`config.mk`:
```
export PLATFORM = sky130hd
export DESIGN_NAME = aud_ser_rx
export DESIGN_NICKNAME = d
export VERILOG_FILES = /design/src/rtl/aud_rx_pkg.sv /design/src/rtl/aud_rx_sync.sv /design/src/rtl/aud_rx_deser.sv /design/src/rtl/aud_rx_pair.sv /design/src/rtl/aud_rx_zero.sv /design/src/rtl/aud_ser_rx.sv
export SDC_FILE = /design/constraint.sdc
export NUM_CORES = 1
export LEC_CHECK = 0
export ABC_AREA = 1
export CAP_MARGIN = 20
export CORE_ASPECT_RATIO = 1.75
export CORE_MARGIN = 2
export CORE_UTILIZATION = 55
export DETAILED_ROUTE_END_ITERATION = 8
export PLACE_DENSITY = 0.79
export SETUP_SLACK_MARGIN = 0.3
export SYNTH_ARGS = -nofsm -noshare
export SYNTH_HDL_FRONTEND = slang
export SYNTH_HIERARCHICAL = 1
export SYNTH_SLANG_ARGS = --single-unit
```
`constraint.sdc`:
```
create_clock -name clk -period 6.6 [get_ports clk]
set_input_delay 1.98 -clock clk [delete_from_list [all_inputs] [get_ports clk]]
set_output_delay 1.98 -clock clk [all_outputs]
set_load 0.005 [all_outputs]
```
`src/rtl/aud_rx_pkg.sv`:
```
package aud_rx_pkg;

    localparam int SAMPLE_W = 24;
    localparam int CNT_W    = $clog2(SAMPLE_W + 1);

    typedef logic [SAMPLE_W-1:0] sample_t;

    typedef enum logic [1:0] {
        FMT_LJ   = 2'd0,
        FMT_I2S  = 2'd1,
        FMT_RJ   = 2'd2,
        FMT_RJ16 = 2'd3
    } fmt_e;

    typedef struct packed {
        logic    done;
        logic    is_left;
        sample_t word;
    } word_evt_t;

    function automatic int rj_len(fmt_e f, logic [1:0] code);
        if (f == FMT_RJ16) return 16;
        case (code)
            2'd0:    return 16;
            2'd1:    return 18;
            2'd2:    return 20;
            default: return 24;
        endcase
    endfunction

    function automatic logic is_rj(fmt_e f);
        return (f == FMT_RJ) || (f == FMT_RJ16);
    endfunction

    function automatic sample_t sext(sample_t raw, int n);
        sample_t r;
        for (int i = 0; i < SAMPLE_W; i++)
            r[i] = (i < n) ? raw[i] : raw[n-1];
        return r;
    endfunction

endpackage

```
`src/rtl/aud_rx_sync.sv`:
```
module aud_rx_sync #(
    parameter int STAGES = 2,
    parameter int WIDTH  = 3
) (
    input  logic             clk,
    input  logic             rst,
    input  logic [WIDTH-1:0] d,
    output logic [WIDTH-1:0] q
);
    logic [WIDTH-1:0] chain [STAGES];

    for (genvar g = 0; g < STAGES; g++) begin : g_stage
        if (g == 0) begin : g_first
            always_ff @(posedge clk) begin
                if (rst) chain[g] <= '0;
                else     chain[g] <= d;
            end
        end else begin : g_next
            always_ff @(posedge clk) begin
                if (rst) chain[g] <= '0;
                else     chain[g] <= chain[g-1];
            end
        end
    end

    assign q = chain[STAGES-1];
endmodule

```
`src/rtl/aud_rx_deser.sv`:
```
module aud_rx_deser
    import aud_rx_pkg::*;
(
    input  logic      clk,
    input  logic      rst,
    input  logic      sck,
    input  logic      ws,
    input  logic      sd,
    input  fmt_e      fmt,
    input  logic [1:0] wlen,
    output word_evt_t evt
);
    logic             sck_q;
    logic             ws_raw_q;
    logic             ws_eff_q;
    logic             armed;
    logic [CNT_W-1:0] bcnt;
    sample_t          acc;
    sample_t          sh;

    logic    rise;
    logic    ws_eff;
    logic    bnd;
    sample_t fin_word;
    logic    fin_left;

    always_comb begin
        rise     = sck & ~sck_q;
        ws_eff   = (fmt == FMT_I2S) ? ws_raw_q : ws;
        bnd      = rise && (ws_eff != ws_eff_q);
        fin_word = is_rj(fmt) ? sext(sh, rj_len(fmt, wlen)) : acc;
        fin_left = (fmt == FMT_I2S) ? ~ws_eff_q : ws_eff_q;
    end

    always_ff @(posedge clk) begin
        if (rst) begin
            sck_q    <= 1'b0;
            ws_raw_q <= 1'b0;
            ws_eff_q <= 1'b0;
            armed    <= 1'b0;
            bcnt     <= '0;
            acc      <= '0;
            sh       <= '0;
            evt      <= '0;
        end else begin
            sck_q    <= sck;
            evt.done <= bnd && armed;
            if (bnd) begin
                evt.word    <= fin_word;
                evt.is_left <= fin_left;
            end
            if (rise) begin
                ws_raw_q <= ws;
                ws_eff_q <= ws_eff;
                sh       <= {sh[SAMPLE_W-2:0], sd};
                if (bnd) begin
                    armed <= 1'b1;
                    acc   <= {sd, {(SAMPLE_W-1){1'b0}}};
                    bcnt  <= CNT_W'(1);
                end else if (int'(bcnt) < SAMPLE_W) begin
                    acc  <= acc | (sample_t'(sd) << (SAMPLE_W - 1 - int'(bcnt)));
                    bcnt <= bcnt + 1'b1;
                end
            end
        end
    end
endmodule

```
`src/rtl/aud_rx_pair.sv`:
```
module aud_rx_pair
    import aud_rx_pkg::*;
(
    input  logic      clk,
    input  logic      rst,
    input  word_evt_t evt,
    output sample_t   left_out,
    output sample_t   right_out,
    output logic      frame_vld,
    output logic      commit,
    output logic      pair_zero
);
    sample_t left_hold;
    logic    have_left;

    always_comb begin
        commit    = evt.done && !evt.is_left && have_left;
        pair_zero = (left_hold == '0) && (evt.word == '0);
    end

    always_ff @(posedge clk) begin
        if (rst) begin
            left_hold <= '0;
            have_left <= 1'b0;
            left_out  <= '0;
            right_out <= '0;
            frame_vld <= 1'b0;
        end else begin
            frame_vld <= commit;
            if (evt.done && evt.is_left) begin
                left_hold <= evt.word;
                have_left <= 1'b1;
            end else if (commit) begin
                left_out  <= left_hold;
                right_out <= evt.word;
                have_left <= 1'b0;
            end
        end
    end
endmodule

```
`src/rtl/aud_rx_zero.sv`:
```
module aud_rx_zero #(
    parameter int ZERO_FRAMES = 2048
) (
    input  logic clk,
    input  logic rst,
    input  logic commit,
    input  logic pair_zero,
    output logic zero_flag
);
    localparam int ZW = $clog2(ZERO_FRAMES + 1);

    logic [ZW-1:0] cnt;

    always_ff @(posedge clk) begin
        if (rst) begin
            cnt <= '0;
        end else if (commit) begin
            if (!pair_zero)                  cnt <= '0;
            else if (cnt != ZW'(ZERO_FRAMES)) cnt <= cnt + 1'b1;
        end
    end

    assign zero_flag = (cnt == ZW'(ZERO_FRAMES));
endmodule

```
`src/rtl/aud_ser_rx.sv`:
```
module aud_ser_rx
    import aud_rx_pkg::*;
#(
    parameter int ZERO_FRAMES = 2048,
    parameter int SYNC_STAGES = 2
) (
    input  logic                clk,
    input  logic                rst,
    input  logic                bit_clk_in,
    input  logic                word_clk_in,
    input  logic                ser_data_in,
    input  logic [1:0]          fmt_sel,
    input  logic [1:0]          wlen_sel,
    output logic [SAMPLE_W-1:0] left_out,
    output logic [SAMPLE_W-1:0] right_out,
    output logic                frame_vld,
    output logic                zero_flag
);
    logic [2:0] raw_in;
    logic [2:0] syn;
    word_evt_t  evt;
    logic       commit;
    logic       pair_zero;

    assign raw_in = {bit_clk_in, word_clk_in, ser_data_in};

    aud_rx_sync #(.STAGES(SYNC_STAGES), .WIDTH(3)) u_sync (
        .clk (clk),
        .rst (rst),
        .d   (raw_in),
        .q   (syn)
    );

    aud_rx_deser u_deser (
        .clk  (clk),
        .rst  (rst),
        .sck  (syn[2]),
        .ws   (syn[1]),
        .sd   (syn[0]),
        .fmt  (fmt_e'(fmt_sel)),
        .wlen (wlen_sel),
        .evt  (evt)
    );

    aud_rx_pair u_pair (
        .clk       (clk),
        .rst       (rst),
        .evt       (evt),
        .left_out  (left_out),
        .right_out (right_out),
        .frame_vld (frame_vld),
        .commit    (commit),
        .pair_zero (pair_zero)
    );

    aud_rx_zero #(.ZERO_FRAMES(ZERO_FRAMES)) u_zero (
        .clk       (clk),
        .rst       (rst),
        .commit    (commit),
        .pair_zero (pair_zero),
        .zero_flag (zero_flag)
    );
endmodule

```
# After elaboration in Yosys (flattened, before gate mapping)
# Memory sizes are Yosys's and may differ from the RTL's.
# Index checks and enable logic that the tools add are counted.
# totals
ff_bits,169
latchBits,0
mem_bits_rw,6
mem_bits_ro,0
inputBits,9
wordCells,128
mem_count,1
# op_classes
addsub,4
multipliers,0
div_mod_pow,0
magnitude_cmp,26
eq_ne,9
n_shift,1
mux,47
bitwise,7
n_reduce_logical,17
# mem_list
memory,words,word_bits,rd,rd_clocked_by_memory_dff,write_ports,line_no,text
u_sync.chain,2,3,2,0,2,aud_rx_sync.sv:10,logic [WIDTH-1:0] chain [STAGES];
# ops
cell,count
$lt 5x32->1 const A,8
$lt 6x32->1 const A,8
$lt 4x32->1 const A,4
$mux 24,3
$lt 3x32->1 const A,2
$logic_not 24->1,2
$mux 1,34
$lt 1x32->1 const A,1
$lt 2x32->1 const A,1
$lt 32x7->1 const B,1
$mux 32,1
$shl 1x32->24,1
$sub 32x2->32 const B,1
$mux 12,2
$or 24x24->24,1
$mux 5,3
$add 12x1->12 const B,1
$eq 12x12->1 const B,1
$ne 12x12->1 const B,1
$pmux 4 s3,1
$reduce_and 2->1,4
$eq 2x2->1 const B,3
$logic_and 1x1->1,6
$mux 3,2
other kinds (14),19

# Longest topological paths before layout
# depth
word_depth,9
ltp_mapped,16
ltp_nobuf,15

# Modules after synthesis
# The synthesis kept the hierarchy.
# by_module_without_submodules
module,n_inst,cells_each,area_per_inst_um2,seq_area_each_um2
aud_rx_deser,1,485,3557.2,1661.6
aud_rx_pair,1,365,2706.3,1481.4
aud_rx_zero,1,141,852.1,240.2
aud_rx_sync,1,18,165.2,120.1

# Worst setup path after synthesis
# No wires, ideal clock.
# synth_timing
path_type,input port to flip-flop
from,input port fmt_sel[1]
to,register u_deser/evt[20] (netlist name)
setup_ns,0.112
t_arrival_ns,3.356
t_required_ns,6.488
path_slack_ns,3.131
path_stages,15
cell_sequence,buf_6 -> nand2_2 -> nand2_1 -> nor2_1 -> inv_1 -> ha_1 -> inv_1 -> nand3_1 -> nand3_1 -> nand3_1 -> nand2_1 -> nand2_1 -> nand2_1 -> nand2_1 -> nand2_1
# synth_between
elab_chain_cells,9
word_cells_on_any_way,17
# synth_rtl
item,line_no,text
start: declaration,aud_ser_rx.sv:12,"input logic [1:0] fmt_sel,"
$eq 2x2->1,"aud_rx_pkg.sv:22, aud_rx_pkg.sv:32",
$mux 1 / $mux 5 (equally long branches),aud_rx_pkg.sv:22,if (f == FMT_RJ16) return 16;
$mux 32,aud_rx_pkg.sv:23,case (code)
$sub 32x2->32,aud_rx_pkg.sv:38,r[i] = (i < n) ? raw[i] : raw[n-1];
$bmux 1 s5,aud_rx_pkg.sv:38,
$mux 1 (implied by the code) (2 in a row),aud_rx_pkg.sv:38,
$mux 1,aud_rx_pkg.sv:38,
$mux 24,aud_rx_deser.sv:31,"fin_word = is_rj(fmt) ? sext(sh, rj_len(fmt, wlen)) : acc;"
# Parallel ways exist; a longest one is shown, timed or not. The select of a mux whose other input is x is not followed.
# A chain may end at the register's enable or synchronous reset.

# Worst setup path after layout
# layout_timing
from,input port fmt_sel[1]
to,register u_deser.bcnt[1]
# layout_between
elab_chain_cells,6
word_cells_on_any_way,7
# layout_rtl
item,line_no,text
$eq 2x1->1 (*),aud_rx_deser.sv:29,ws_eff = (fmt == FMT_I2S) ? ws_raw_q : ws;
$mux 1 (*),aud_rx_deser.sv:29,
$ne 1x1->1 (*),aud_rx_deser.sv:30,bnd = rise && (ws_eff != ws_eff_q);
$logic_and 1x1->1 (*),aud_rx_deser.sv:30,
$reduce_bool 2->1 (no source line),-,
$reduce_and 2->1 (no source line),-,
end signal: assignment,aud_rx_deser.sv:62,bcnt <= bcnt + 1'b1;
end: declaration,aud_rx_deser.sv:17,logic [CNT_W-1:0] bcnt;
# Mark *: on every way between the ends. The rest lies on a longest branch, timed or not.

==> qor.yml <==
power_frac_seq: 0.499
hold_path_class: "flip-flop to flip-flop"
slew_viol_final: 0
cp-end-kind: "flip-flop"
finalNetCount: 1056
multi_input_area_um2: 3160
crit_arrival_ns: 4.55
yosysSeqAreaShare: 0.481
final_cell_area_um2: 8430
status: "finished, final reports clean"
worst_pin_slew_ns: 0.908
async_flop_share: 0
num_vias: 6497
power.density_nw_per_um2: 256
p_clk_frac: 0.458
setup_viol: 0
whs_path_depth: 2
p_leak_nw: 3.24
dp_hpwl_mm: 11.8
drt_wl_total_mm: 17.0
synthSimpleGateAreaFrac: 0.266
port_buffers: 58
min_to: "u_sync/chain[1][1]$_SDFF_PP0_"
initial_core_util: 0.563
grt_max_degree: 91
power_mw: 2.16
synth_xor_area_frac: 0.00241
min_from: "u_sync/chain[0][1]$_SDFF_PP0_"
synthCells: 1009
place_area_um2: 7840
cp_max_fo: 28
pin_count: 59
post_cts_resized: 0
syn2layout_area_growth_pct: 15.7
tns_ns: 0
ys.flop_type: "dfxtp_1"
p_comb_frac: 0.043
max_freq_mhz: 238
dieArea_um2: 14200
die_w_um: 91.0
avgSynthCellArea_um2: 7.22
path_clk_slew_ns: 0.07
htreeDepth: 4
drive_gt1_frac: 0.0626
p_int_mw: 1.63
drv_cap: 0
grt_overflow: 0
critPathKind: "primary input to flip-flop"
clock_sinks: 175
switching_share: 0.242
cts_tree: "built"
cp-start-kind: "primary input"
n_fill_cell: 1186
routedWlPerCell_um: 13.9
grt_first_pass_wirelength_mm: 28.1
rr_startpoint: "u_sync/chain[1][2]$_SDFF_PP0_"
post_cts_buffers: 0
via_per_inst: 5.30
synth_top_family_by_area: "simple AND/OR/NAND/NOR gates"
clockBufferDepth: 2
drt_iter0_drc: 372
synth-seq-cells: 175
antenna_found_initial: 0
firstDrtPassIters: 5
ctsHoldBuffers: 0
synth_nets: 1024
reg2reg_slack_ns: 3.90
clock-root-buffer: "clkbuf_16"
fp-row-count: 55
reg2regPathDepth: 10
synthAdderAreaFrac: 0.0103
clk_latency_ns: 0.42
yosys_warnings: 6
min_period_ns: 4.20
rsz0062_at_grt: "false"
first_global_vias: 6151
cts_buffers: 17
drc_errors: 0
grt_use_total: 0.244
finalCritPeriodShare: 0.636
syn_area_um2: 7280
antenna_cells: 0
die_h_um: 156
core_um2: 12900
muxShareOfSynthArea: 0.00275
fin_worst_skew_ns: 0.00917
ir_worst_vdd_v: 0.000176
crit_required_ns: 6.95
timing_hold_violations_final: 0
gp_congestion: 0.924
regToRegEndpoint: "u_deser/acc[12]$_SDFFE_PP0P_"
slew_headroom: 0.395
seq_area_um2: 3500
power.switching_mw: 0.523
ys_types: 32
synth_edf_count: 0
synth_compound_area_frac: 0.152
postRouteAntennaNets: 0
[worst max-delay path by stage]
stage                from                            to  slack, ns  depth (start not counted)
6_report       fmt_sel[1]  u_deser/bcnt[1]$_SDFFE_PP0P_       2.40                         12
5_1_grt        fmt_sel[1]  u_deser/bcnt[1]$_SDFFE_PP0P_       2.09                         12
4_1_cts        fmt_sel[1]  u_deser/bcnt[1]$_SDFFE_PP0P_       2.41                         12
3_5_place_dp   fmt_sel[1]  u_deser/bcnt[1]$_SDFFE_PP0P_       1.98                         12
3_3_place_gp   fmt_sel[1]  u_deser/bcnt[1]$_SDFFE_PP0P_       2.07                         12
2_1_floorplan  fmt_sel[1]  u_deser/evt[20]$_SDFFE_PP0N_       3.13                         15
[through the flow]
stage	cells	utilization	setup slack (ns)	hold WS [ns]
global placement	1193	0.606	2.07	0.390
CTS	1225	0.651	2.41	0.405
floorplan	1009	-	3.13	0.388
global route	1225	0.651	2.09	0.438
finish	1225	0.651	2.40	0.402
detailed placement	1193	0.606	1.98	0.395
[final cells by class]
cell class / count / area share
inverters: 97 / 0.0432
well taps: 171 / 0.0254
clock inverters: 15 / 0.0196
repair buffers: 61 / 0.0710
flip-flops and latches: 175 / 0.416
clock buffers: 17 / 0.0505
multi-input cells: 689 / 0.375
[cell families after synthesis]
| family | after synthesis |
|---|---|
| and+or+nand+nor | 462 |
| AOI/OAI and AO/OA | 217 |
| DFF | 175 |
| buffers and inverters | 145 |
| adders and majority gates | 6 |
| xor gates and xnor gates | 2 |
| muxes | 2 |
[power groups by stage]
stage | Clock (mW) | Sequential (mW) | Combinational (mW)
after floorplan | 0 | 1.10 | 0.0694
after detailed placement | 0 | 1.10 | 0.0911
after CTS | 1.01 | 1.08 | 0.0919
after global placement | 0 | 1.10 | 0.0898
after global routing | 1.05 | 1.08 | 0.104
final | 0.987 | 1.08 | 0.0924
[Yosys cell counts (6+ instances only)]
library cell  instances  area (um2)
dfxtp_1             175        3500
clkbuf_1             19        71.3
inv_1                89         334
inv_2                 7        26.3
buf_2                17        85.1
nor2_1              107         402
nand2_1             274        1030
nand2_2               9        56.3
nand4_1              11        68.8
nand3_1              39         195
buf_6                 7        78.8
nor3_1                6        30.0
o21ai_0              52         260
ha_1                  6        75.1
a21oi_1             156         781
[state kept, by name (all words and copies together), names as in the netlist, 5 cells and up]
register / cells
u_pair/right_out: 24
u_deser/sh: 24
u_deser/evt: 26
u_pair/left_out: 24
u_zero/cnt: 12
u_deser/acc: 24
u_sync/chain: 6
u_deser/bcnt: 5
u_pair/left_hold: 24
[layout by cell type, fill, tap and decap left out, types with 3 or more instances in the layout]
cell,count
a21oi_1,156
a21oi_2,3
buf_4,3
clkbuf_16,17
clkdlybuf4s50_1,57
dfxtp_1,175
ha_1,6
inv_1,89
inv_2,7
inv_6,7
inv_8,3
nand2_1,274
nand2_2,9
nand3_1,39
nand3_2,5
nand4_1,11
nor2_1,107
nor2_4,3
nor3_1,6
o211ai_1,3
o21ai_0,52
[critical path, stage by stage]
cell and delay, ns:
clkdlybuf4s50_1 0.67, inv_2 0.32, nand2_2 0.09, nand2_1 0.09
nand2_1 0.06, nand2_1 0.07, nand2_2 0.07, nand2_4 0.08
nand2_2 0.26, inv_2 0.52, o21ai_0 0.17, a21oi_1 0.14
[layer usage]
| layer | vias to the layer above | track usage | share of wire |
|---|---|---|---|
| met5 | - | 0 | 0 |
| met4 | 0 | 0.123 | 0.037 |
| met3 | 41 | 0.0401 | 0.034 |
| met2 | 166 | 0.458 | 0.53 |
| met1 | 2994 | 0.260 | 0.40 |
| li1 | 3296 | - | - |
Power figures use the tool's default switching activity.
